--- config.mk ---
export PLATFORM = sky130hd
export DESIGN_NAME = smb_alert_responder
export DESIGN_NICKNAME = d
export VERILOG_FILES = /design/src/rtl/smb_alert_pkg.sv /design/src/rtl/smb_bus_events.sv /design/src/rtl/smb_resp_byte.sv /design/src/rtl/smb_alert_responder.sv
export SDC_FILE = /design/constraint.sdc
export NUM_CORES = 1
export LEC_CHECK = 0
export ABC_AREA = 1
export ABC_CLOCK_PERIOD_IN_PS = 6100
export BUFFER_PORTS_ARGS = -buffer_cell sky130_fd_sc_hd__buf_2
export CORE_MARGIN = 5
export CORE_UTILIZATION = 55
export CTS_CLUSTER_DIAMETER = 120
export DETAILED_ROUTE_END_ITERATION = 6
export GPL_ROUTABILITY_DRIVEN = 0
export GPL_TIMING_DRIVEN = 0
export PLACE_DENSITY = 0.74
export SLEW_MARGIN = 10
export SYNTH_ARGS = -nofsm -noshare
export SYNTH_HDL_FRONTEND = slang
export SYNTH_SLANG_ARGS = --single-unit
--- constraint.sdc ---
create_clock -name clk -period 6.1 [get_ports clk]
set_clock_uncertainty 0.15 [all_clocks]
set_input_delay 1.22 -clock clk [delete_from_list [all_inputs] [get_ports clk]]
set_output_delay 1.22 -clock clk [all_outputs]
set_load 0.01 [all_outputs]
--- src/rtl/smb_alert_pkg.sv ---
package smb_alert_pkg;

    typedef enum logic [2:0] {
        S_IDLE      = 3'd0,
        S_ADDR      = 3'd1,
        S_ACK_SETUP = 3'd2,
        S_ACK_DRIVE = 3'd3,
        S_RESP      = 3'd4,
        S_HOST_ACK  = 3'd5,
        S_WAIT_STOP = 3'd6
    } resp_state_t;

endpackage

--- src/rtl/smb_bus_events.sv ---
module smb_bus_events #(
    parameter int SYNC_STAGES = 2
) (
    input  logic clk,
    input  logic rst_n,
    input  logic scl_in,
    input  logic sda_in,
    output logic scl_s,
    output logic sda_s,
    output logic scl_rise,
    output logic scl_fall,
    output logic bus_start,
    output logic bus_stop
);
    logic scl_q, sda_q;

    generate
        if (SYNC_STAGES > 0) begin : g_sync
            logic [SYNC_STAGES-1:0] scl_chain, sda_chain;
            always_ff @(posedge clk) begin
                if (!rst_n) begin
                    scl_chain <= '1;
                    sda_chain <= '1;
                end else begin
                    scl_chain <= {scl_chain[SYNC_STAGES-1:0], scl_in} >> 0;
                    sda_chain <= {sda_chain[SYNC_STAGES-1:0], sda_in} >> 0;
                end
            end
            assign scl_s = scl_chain[SYNC_STAGES-1];
            assign sda_s = sda_chain[SYNC_STAGES-1];
        end else begin : g_direct
            assign scl_s = scl_in;
            assign sda_s = sda_in;
        end
    endgenerate

    always_ff @(posedge clk) begin
        if (!rst_n) begin
            scl_q <= 1'b1;
            sda_q <= 1'b1;
        end else begin
            scl_q <= scl_s;
            sda_q <= sda_s;
        end
    end

    // Edges of the clock line; data edges while the clock is high are frame markers.
    assign scl_rise  =  scl_s & ~scl_q;
    assign scl_fall  = ~scl_s &  scl_q;
    assign bus_start =  scl_s &  scl_q &  sda_q & ~sda_s;
    assign bus_stop  =  scl_s &  scl_q & ~sda_q &  sda_s;
endmodule

--- src/rtl/smb_resp_byte.sv ---
module smb_resp_byte #(
    parameter int ADDR_W = 7,
    localparam int BYTE_W = ADDR_W + 1
) (
    input  logic [ADDR_W-1:0] dev_addr,
    input  logic              cause_high,
    input  logic              pol_invert,
    output logic [BYTE_W-1:0] resp_byte
);
    // Low for a high-threshold cause when polarity is normal; the polarity bit flips it.
    logic cause_bit;
    assign cause_bit = ~cause_high ^ pol_invert;
    assign resp_byte = {dev_addr, cause_bit};
endmodule

--- src/rtl/smb_alert_responder.sv ---
module smb_alert_responder #(
    parameter int              ADDR_W      = 7,
    parameter logic [ADDR_W-1:0] ARA_ADDR  = 7'b0001100,
    parameter int              SYNC_STAGES = 2
) (
    input  logic              clk,
    input  logic              rst_n,
    input  logic              scl_in,
    input  logic              sda_in,
    input  logic              irq_mode_en,
    input  logic              alert_pending,
    input  logic              cause_high,
    input  logic              pol_invert,
    input  logic [ADDR_W-1:0] dev_addr,
    output logic              sda_pull,
    output logic              alert_clear
);
    import smb_alert_pkg::*;

    localparam int BYTE_W = ADDR_W + 1;
    localparam int CNT_W  = $clog2(BYTE_W);
    localparam logic [CNT_W-1:0] LAST_BIT = CNT_W'(BYTE_W - 1);
    localparam logic [BYTE_W-1:0] ARA_READ = {ARA_ADDR, 1'b1};

    logic scl_s, sda_s, scl_rise, scl_fall, ev_start, ev_stop;

    smb_bus_events #(.SYNC_STAGES(SYNC_STAGES)) u_events (
        .clk       (clk),
        .rst_n     (rst_n),
        .scl_in    (scl_in),
        .sda_in    (sda_in),
        .scl_s     (scl_s),
        .sda_s     (sda_s),
        .scl_rise  (scl_rise),
        .scl_fall  (scl_fall),
        .bus_start (ev_start),
        .bus_stop  (ev_stop)
    );

    logic [BYTE_W-1:0] resp_byte;

    smb_resp_byte #(.ADDR_W(ADDR_W)) u_resp (
        .dev_addr   (dev_addr),
        .cause_high (cause_high),
        .pol_invert (pol_invert),
        .resp_byte  (resp_byte)
    );

    resp_state_t       state, state_n;
    logic [CNT_W-1:0]  cnt, cnt_n;
    logic [BYTE_W-1:0] shreg, shreg_n;
    logic              lost, lost_n;
    logic              clr_n, pull_n;
    logic [BYTE_W-1:0] rx_byte;
    logic              hit, tx_bit;

    assign rx_byte = {shreg[BYTE_W-2:0], sda_s};
    assign hit     = (rx_byte == ARA_READ) && alert_pending && irq_mode_en;
    assign tx_bit  = resp_byte[LAST_BIT - cnt];

    // Next-state logic
    always_comb begin
        state_n = state;
        cnt_n   = cnt;
        shreg_n = shreg;
        lost_n  = lost;
        clr_n   = 1'b0;
        if (ev_stop) begin
            state_n = S_IDLE;
            cnt_n   = '0;
            lost_n  = 1'b0;
        end else if (ev_start) begin
            state_n = S_ADDR;
            cnt_n   = '0;
            shreg_n = '0;
            lost_n  = 1'b0;
        end else begin
            unique case (state)
                S_IDLE, S_WAIT_STOP: begin
                end
                S_ADDR: begin
                    if (scl_rise) begin
                        shreg_n = rx_byte;
                        if (cnt == LAST_BIT) begin
                            cnt_n   = '0;
                            state_n = hit ? S_ACK_SETUP : S_WAIT_STOP;
                        end else begin
                            cnt_n = cnt + 1'b1;
                        end
                    end
                end
                S_ACK_SETUP: begin
                    if (scl_fall) state_n = S_ACK_DRIVE;
                end
                S_ACK_DRIVE: begin
                    if (scl_fall) begin
                        state_n = S_RESP;
                        cnt_n   = '0;
                    end
                end
                S_RESP: begin
                    if (scl_rise && tx_bit && !sda_s) begin
                        lost_n  = 1'b1;
                        state_n = S_WAIT_STOP;
                    end else if (scl_fall) begin
                        if (cnt == LAST_BIT) state_n = S_HOST_ACK;
                        else                 cnt_n   = cnt + 1'b1;
                    end
                end
                S_HOST_ACK: begin
                    if (scl_rise) begin
                        clr_n   = alert_pending & irq_mode_en;
                        state_n = S_WAIT_STOP;
                    end
                end
                default: state_n = S_IDLE;
            endcase
        end
    end

    assign pull_n = (state_n == S_ACK_DRIVE) ||
                    ((state_n == S_RESP) && !resp_byte[LAST_BIT - cnt_n]);

    // State register
    always_ff @(posedge clk) begin
        if (!rst_n) begin
            state <= S_IDLE;
            cnt   <= '0;
            shreg <= '0;
            lost  <= 1'b0;
        end else begin
            state <= state_n;
            cnt   <= cnt_n;
            shreg <= shreg_n;
            lost  <= lost_n;
        end
    end

    // Output register
    always_ff @(posedge clk) begin
        if (!rst_n) begin
            sda_pull    <= 1'b0;
            alert_clear <= 1'b0;
        end else begin
            sda_pull    <= pull_n;
            alert_clear <= clr_n;
        end
    end

    assert_clear_one_cycle_R9: assert property (@(posedge clk) disable iff (!rst_n)
        alert_clear |=> !alert_clear);

    assert_clear_on_clock_rise_R9: assert property (@(posedge clk) disable iff (!rst_n)
        alert_clear |-> $past(scl_rise));

    assert_released_after_loss_R8: assert property (@(posedge clk) disable iff (!rst_n)
        lost |-> !sda_pull);

    assert_loss_cause_R8: assert property (@(posedge clk) disable iff (!rst_n)
        $rose(lost) |-> $past(scl_rise && !sda_s && state == S_RESP));

    assert_no_clear_after_loss_R8: assert property (@(posedge clk) disable iff (!rst_n)
        lost |-> !alert_clear);

    assert_sda_steady_scl_high_R10: assert property (@(posedge clk) disable iff (!rst_n)
        (scl_s && $past(scl_s)) |-> $stable(sda_pull));
endmodule

# Word level (Yosys, flattened, before mapping)
# Cells that the tools add are included.
[totals]
regBits = 21
ramBits = 0
rom_bits = 0
elab_cells = 84
latchBits = 0
out_inout_bits = 2
input_bits = 15
mem_count = 0
[classes]
n_shift = 0
mul = 0
n_addsub = 3
n_eq_ne = 10
order_cmp = 2
n_mux = 28
reduce_logical = 14
bitwise_logic = 18
div_mod_pow = 0
[op_table]
columns = ["cell", "count"]
rows = [
  ["3-bit two-way mux", 19],
  ["7-bit two-way mux", 3],
  ["3-bit one-hot mux with 6 select lines", 1],
  ["3-bit == test (second input constant)", 5],
  ["3-bit by 2-bit == test with 1-bit output (second input constant)", 3],
  ["1-bit NOT", 9],
  ["3-bit one-hot mux with 3 select lines", 1],
  ["1-bit AND", 8],
  ["8-bit by 5-bit == test with 1-bit output (second input constant)", 1],
  ["3-bit by 4-bit < comparator with 1-bit output (second input constant)", 2],
  ["1-bit binary-select mux with 3-bit select", 2],
  ["3-bit subtractor (first input constant)", 2],
  ["1-bit logical AND", 5],
  ["5-bit OR reduction", 1],
  ["2-bit nonzero test", 2],
  ["3-bit by 1-bit adder with 3-bit output (second input constant)", 1],
  ["3-bit by 1-bit == test with 1-bit output (second input constant)", 1],
  ["3-bit zero test", 1],
  ["3-bit AND reduction", 1],
  ["1-bit zero test", 2],
  ["1-bit two-way mux", 2],
  ["2-bit OR reduction", 1],
  ["1-bit logical OR", 1],
  ["1-bit XOR", 1],
]

# Longest topological paths before layout
[logic_depth]
ltp_word = 16
ltp_mapped = 14
ltp_nobuf = 14

# Cells and area by module
# A second synthesis with hierarchy kept.
[hier_totals]
cells_unflattened = 218
hier_area_um2 = 1415.1
[by_module_without_submodules]
columns = ["mod", "instances", "area_each_um2", "cells_each", "seq_area_each_um2"]
rows = [
  ["smb_alert_responder", 1, 1137.3, 178, 300.3],
  ["smb_bus_events", 1, 198.9, 27, 120.1],
  ["smb_resp_byte", 1, 78.8, 13, 0.0],
]

# Least setup slack after synthesis
# OpenSTA, ideal clock, no wires.
[synth_path]
kind = "input port to flip-flop"
start = "in irq_mode_en"
end = "reg sda_pull"
cell_stages = 9
n_path_buf = 0
t_arrival_ps = 1914
setup_time_ps = 113
setup_slack_ps = 3923
cell_sequence = "nand2_1 nor3_1 nand3_1 a21boi_1 nor2_2 nand3_1 nor2_1 nand3_1 nand2_1"
[synth_between]
elab_chain_cells = 10
word_cells_on_any_way = 11
cone_classes = "eq/ne (2); mux (6); reduce/logical (3)"
[synth_lines]
columns = ["item", "line", "text"]
rows = [
  ["start: declaration", "smb_alert_responder.sv:10", "input logic irq_mode_en,"],
  ["1-bit logical AND *", "smb_alert_responder.sv:58", "assign hit = (rx_byte == ARA_READ) && alert_pending && irq_mode_en;"],
  ["3-bit two-way mux *", "smb_alert_responder.sv:86", "state_n = hit ? S_ACK_SETUP : S_WAIT_STOP;"],
  ["3-bit two-way mux *", "smb_alert_responder.sv:84", "if (cnt == LAST_BIT) begin"],
  ["3-bit two-way mux *", "smb_alert_responder.sv:82", "if (scl_rise) begin"],
  ["3-bit one-hot mux with 6 select lines *", "smb_alert_responder.sv:78", "unique case (state)"],
  ["3-bit two-way mux *", "smb_alert_responder.sv:72", "end else if (ev_start) begin"],
  ["3-bit two-way mux *", "smb_alert_responder.sv:68", "if (ev_stop) begin"],
  ["3-bit == test", "smb_alert_responder.sv:122", "((state_n == S_RESP) && !resp_byte[LAST_BIT - cnt_n]);"],
  ["1-bit logical AND", "smb_alert_responder.sv:122", ""],
  ["1-bit logical OR *", "smb_alert_responder.sv:121", "assign pull_n = (state_n == S_ACK_DRIVE) ||"],
  ["end signal: assignment", "smb_alert_responder.sv:145", "sda_pull <= pull_n;"],
  ["end: declaration", "smb_alert_responder.sv:15", "output logic sda_pull,"],
]
# Mark *: on every way between the ends. The rest lies on a longest branch, timed or not.
# A chain may end at the register's enable or synchronous reset.

# Worst setup path in the final report
[layout_path]
start = "reg cnt[0]"
end = "reg sda_pull"
[layout_between]
elab_chain_cells = 15
word_cells_on_any_way = 32
cone_classes = "add/sub (3); eq/ne (3); mux (21); reduce/logical (5)"
[layout_lines]
columns = ["item", "line", "text"]
rows = [
  ["start: declaration", "smb_alert_responder.sv:50", "logic [CNT_W-1:0] cnt, cnt_n;"],
  ["start signal: assignment", "smb_alert_responder.sv:133", "cnt <= cnt_n;"],
  ["3-bit subtractor", "smb_alert_responder.sv:59", "assign tx_bit = resp_byte[LAST_BIT - cnt];"],
  ["1-bit binary-select mux with 3-bit select", "smb_alert_responder.sv:59", ""],
  ["1-bit two-way mux (not written as such)", "smb_alert_responder.sv:59", ""],
  ["1-bit logical AND (2 in series)", "smb_alert_responder.sv:102", "if (scl_rise && tx_bit && !sda_s) begin"],
  ["3-bit two-way mux", "smb_alert_responder.sv:102", ""],
  ["3-bit one-hot mux with 3 select lines", "smb_alert_responder.sv:78", ""],
  ["3-bit two-way mux", "smb_alert_responder.sv:72", ""],
  ["3-bit two-way mux", "smb_alert_responder.sv:68", ""],
  ["3-bit subtractor", "smb_alert_responder.sv:122", ""],
  ["1-bit binary-select mux with 3-bit select", "smb_alert_responder.sv:122", ""],
  ["1-bit two-way mux (not written as such)", "smb_alert_responder.sv:122", ""],
  ["1-bit zero test", "smb_alert_responder.sv:122", ""],
  ["1-bit logical AND", "smb_alert_responder.sv:122", ""],
  ["1-bit logical OR *", "smb_alert_responder.sv:121", ""],
]
# Mark *: on every way between the ends. The rest lies on a longest branch, timed or not. The select of a mux whose other input is x is not followed.

==> results.py <==
metrics = {
    "outcome": {
        "status": "finished, final reports clean",
    },
    "yosys": {
        "yosys-top-cells-area": "dfxtp_1 (32%), nand2_1 (15%), nand3_1 (11%), inv_1 (6.3%), nor2_1 (6.3%)",
        "yosys.cell_types.count": 29,
        "synth.avg_cell_area_um2": 6.53,
        "synth-compound-area-share": 0.0839,
        "yosys.area_share.simple": 0.471,
        "syn_nets": 220,
        "synth_area_leader_cell": "dfxtp_1",
        "synth_top_area_frac": 0.320,
        "synth_warnings": 0,
        "synth_top_family_by_area": "simple AND/OR/NAND/NOR gates",
        "ys_ff_latch": 21,
        "syn-cell-area_um2": 1310,
        "synthMuxAreaShare": 0,
        "synth_xor_area_frac": 0.00667,
        "yosys.area_share.adder": 0.0381,
        "yosysSeqAreaShare": 0.320,
        "netlist_instances": 201,
    },
    "sta": {
        "finalHoldViolCount": 0,
        "max_slew.worst_pin.slew_ns": 0.460,
        "tns_ns": 0,
        "rsz0062_at_grt": "no",
        "max-slew-margin-rel": 0.693,
        "fin_ws_ns": 3.66,
        "fin_crit_sh": 0.400,
        "timing.hold.ws_ns": 0.278,
        "setup_viol": 0,
        "fmax_mhz": 410,
        "fin_crit_ns": 2.44,
        "slew_viol_final": 0,
    },
    "cts": {
        "clockBufferDepth": 2,
        "cts_hold_buf": 0,
        "clk_pin_slew_worst_paths_ns": 0.11,
        "cts_sinks": 21,
        "ctsRootBufferMaster": "clkbuf_4",
        "cts_buffers": 3,
        "cts_resized": 0,
        "post_cts_buffers": 0,
        "worstSkewPairLatency_ns": 0.30,
        "cts_max_level": 1,
        "cts_tree": "yes",
    },
    "critical_path": {
        "critPathCapture": "sda_pull$_SDFF_PN0_",
        "critical_path_class": "reg2reg",
        "reg2reg_depth": 14,
        "worstPathArrival_ns": 2.50,
        "slowest_stage": "dfxtp_1",
        "crit_family": "simple AND/OR/NAND/NOR gates",
        "critical_path_buf_inv_count": 2,
        "crit_top_cell": "nand3_1",
        "critPathLaunchType": "flop",
        "crit_path_start": "cnt[0]$_SDFF_PN0_",
        "path_cells": "ha_1 -> ha_1 -> inv_1 -> ha_1 -> inv_1 -> nand3_1 -> nand3_1 -> nand4_2 -> nand2_2 -> nand2_1 -> nand3_1 -> nand3_1 -> nand3_1 -> nand2_1",
        "reg2reg_to": "sda_pull$_SDFF_PN0_",
        "reg2reg_slack_ns": 3.66,
        "r2r_start": "cnt[0]$_SDFF_PN0_",
        "cp.depth": 14,
        "cpPeakStageDelay_ns": 0.49,
        "critPathMaxFanout": 6,
        "worst_ep_required_time_ns": 6.16,
        "end_kind": "flop",
    },
    "power_and_ir_drop": {
        "p_leak_nw": 0.677,
        "p_sw_frac": 0.282,
        "power_density_nw_per_um2": 175,
        "max-vdd-ir-drop_mv": 0.194,
        "intPower_w": 0.000182,
        "p_seq_frac": 0.567,
        "combPwrFrac": 0.170,
        "power.switching_w": 0.0000718,
        "p_clk_frac": 0.263,
    },
    "grt": {
        "grt_max_degree": 12,
        "grt_usage": 0.209,
        "antenna_found_initial": 0,
        "grt_pass1_vias": 1361,
        "grt_pass1_wl_um": 5760,
        "grt_remaining_overflow": 0,
    },
    "cells_and_area": {
        "final_layout_size_suffix_gt1_frac": 0.195,
        "n_antenna_cell": 0,
        "final_common_cell": "nand2_1",
        "area_delta_synth_final_pct": 10.8,
        "layout.nets": 241,
        "post-route-util": 0.645,
        "final_cell_mix": "nand2_1 (51), nand3_1 (28), inv_1 (22), nor2_1 (22), dfxtp_1 (21)",
    },
    "floorplan": {
        "rows": 17,
        "start_util": 0.582,
        "dieArea_um2": 3460,
        "dieWidth_um": 58.9,
        "die_y_um": 58.9,
        "io_pins": 17,
        "core_um2": 2250,
    },
    "worst_hold_path": {
        "hold_path.class": "reg2reg",
    },
    "detailed_routing": {
        "totalWireLength_um": 3220,
        "vias": 1378,
        "drcViolationCount": 0,
        "via_per_inst": 5.53,
        "antenna_left": 0,
        "wl_per_cell_um": 12.9,
        "first_pass_iters": 4,
        "drtIter0Drc": 72,
    },
    "placement": {
        "dpl.hpwl_um": 2580,
        "pre_cts_ws_ns": 3.66,
        "io_buffers": 16,
    },
    "run": {
        "drv_cap": 0,
    },
}
## cells by family after synthesis
family,Yosys count
buffers and inverters,26
adder cells (fa/ha/maj),4
flip-flops,21
AND/OR/NAND/NOR,130
XOR/XNOR,1
AO/OA/AOI/OAI,19
## power by group through the flow
stage | combinational [W] | clock [W] | sequential, W
3_5_place_dp | 0.0000429 | 0 | 0.000147
4_1_cts | 0.0000431 | 0.0000685 | 0.000144
5_1_grt | 0.0000494 | 0.0000747 | 0.000145
6_report | 0.0000433 | 0.0000668 | 0.000144
3_3_place_gp | 0.0000408 | 0 | 0.000147
2_1_floorplan | 0.0000305 | 0 | 0.000146
## synthesized netlist by cell type
cell      count
a21boi_1      1
nand3_1      28
inv_1        22
ha_1          4
nor2_2        8
nand4_1       3
nand4_2       1
a211oi_1      1
o21ai_0       3
o21ai_1       1
nor3_1        2
nand3b_1      1
clkbuf_1      1
o21ai_2       1
a31oi_1       3
nor2_4        1
buf_6         1
inv_2         2
nor3b_1       1
a21oi_1       8
o211ai_1      1
or2_2         4
dfxtp_1      21
nand2_2       3
nand3_2       3
nor4_1        2
xnor2_1       1
nand2_1      51
nor2_1       22
## metrics by stage
stage	power, W	area, um2	cells
2_1_floorplan	0.000177	1310	201
3_3_place_gp	0.000188	1430	245
3_5_place_dp	0.000190	1430	245
4_1_cts	0.000256	1450	249
5_1_grt	0.000269	1450	249
6_report	0.000254	1450	249
## state kept, by name (all words and copies together), names as in the netlist
register	count
cnt	3
sda_pull	1
state	3
u_events.g_sync.scl_chain	2
u_events.scl_q	1
alert_clear	1
u_events.sda_q	1
shreg	7
u_events.g_sync.sda_chain	2
## layer usage
layer  vias to the layer above  routed length (um)  track usage
met5                         -                   0            0
met4                         0                  21       0.0356
met3                         4                 201       0.0548
met2                        51                1540        0.364
met1                       628                1460        0.260
li1                        695                   -            -
## layout make-up
class / count / area [um2]
fillers: 235 / 801
multi-input cells: 154 / 787
well taps: 28 / 35.0
repair buffers: 16 / 80.1
clock buffers: 4 / 26.3
flip-flops and latches: 21 / 420
plain buffers: 2 / 15.0
inverters: 24 / 90.1
## worst min-delay path by stage
| stage | from | to | slack [ns] | cells after the start |
|---|---|---|---|---|
| 2_1_floorplan | u_events.g_sync.scl_chain[0]$_SDFF_PN1_ | u_events.g_sync.scl_chain[1]$_SDFF_PN1_ | 0.24 | 1 |
| 3_5_place_dp | u_events.g_sync.sda_chain[0]$_SDFF_PN1_ | u_events.g_sync.sda_chain[1]$_SDFF_PN1_ | 0.25 | 1 |
| 6_report | u_events.g_sync.sda_chain[0]$_SDFF_PN1_ | u_events.g_sync.sda_chain[1]$_SDFF_PN1_ | 0.28 | 1 |
| 3_3_place_gp | u_events.g_sync.sda_chain[0]$_SDFF_PN1_ | u_events.g_sync.sda_chain[1]$_SDFF_PN1_ | 0.24 | 1 |
| 4_1_cts | u_events.g_sync.sda_chain[0]$_SDFF_PN1_ | u_events.g_sync.sda_chain[1]$_SDFF_PN1_ | 0.28 | 1 |
| 5_1_grt | u_events.g_sync.sda_chain[0]$_SDFF_PN1_ | u_events.g_sync.sda_chain[1]$_SDFF_PN1_ | 0.29 | 1 |
No activity file was read; power rests on OpenSTA's default activity.
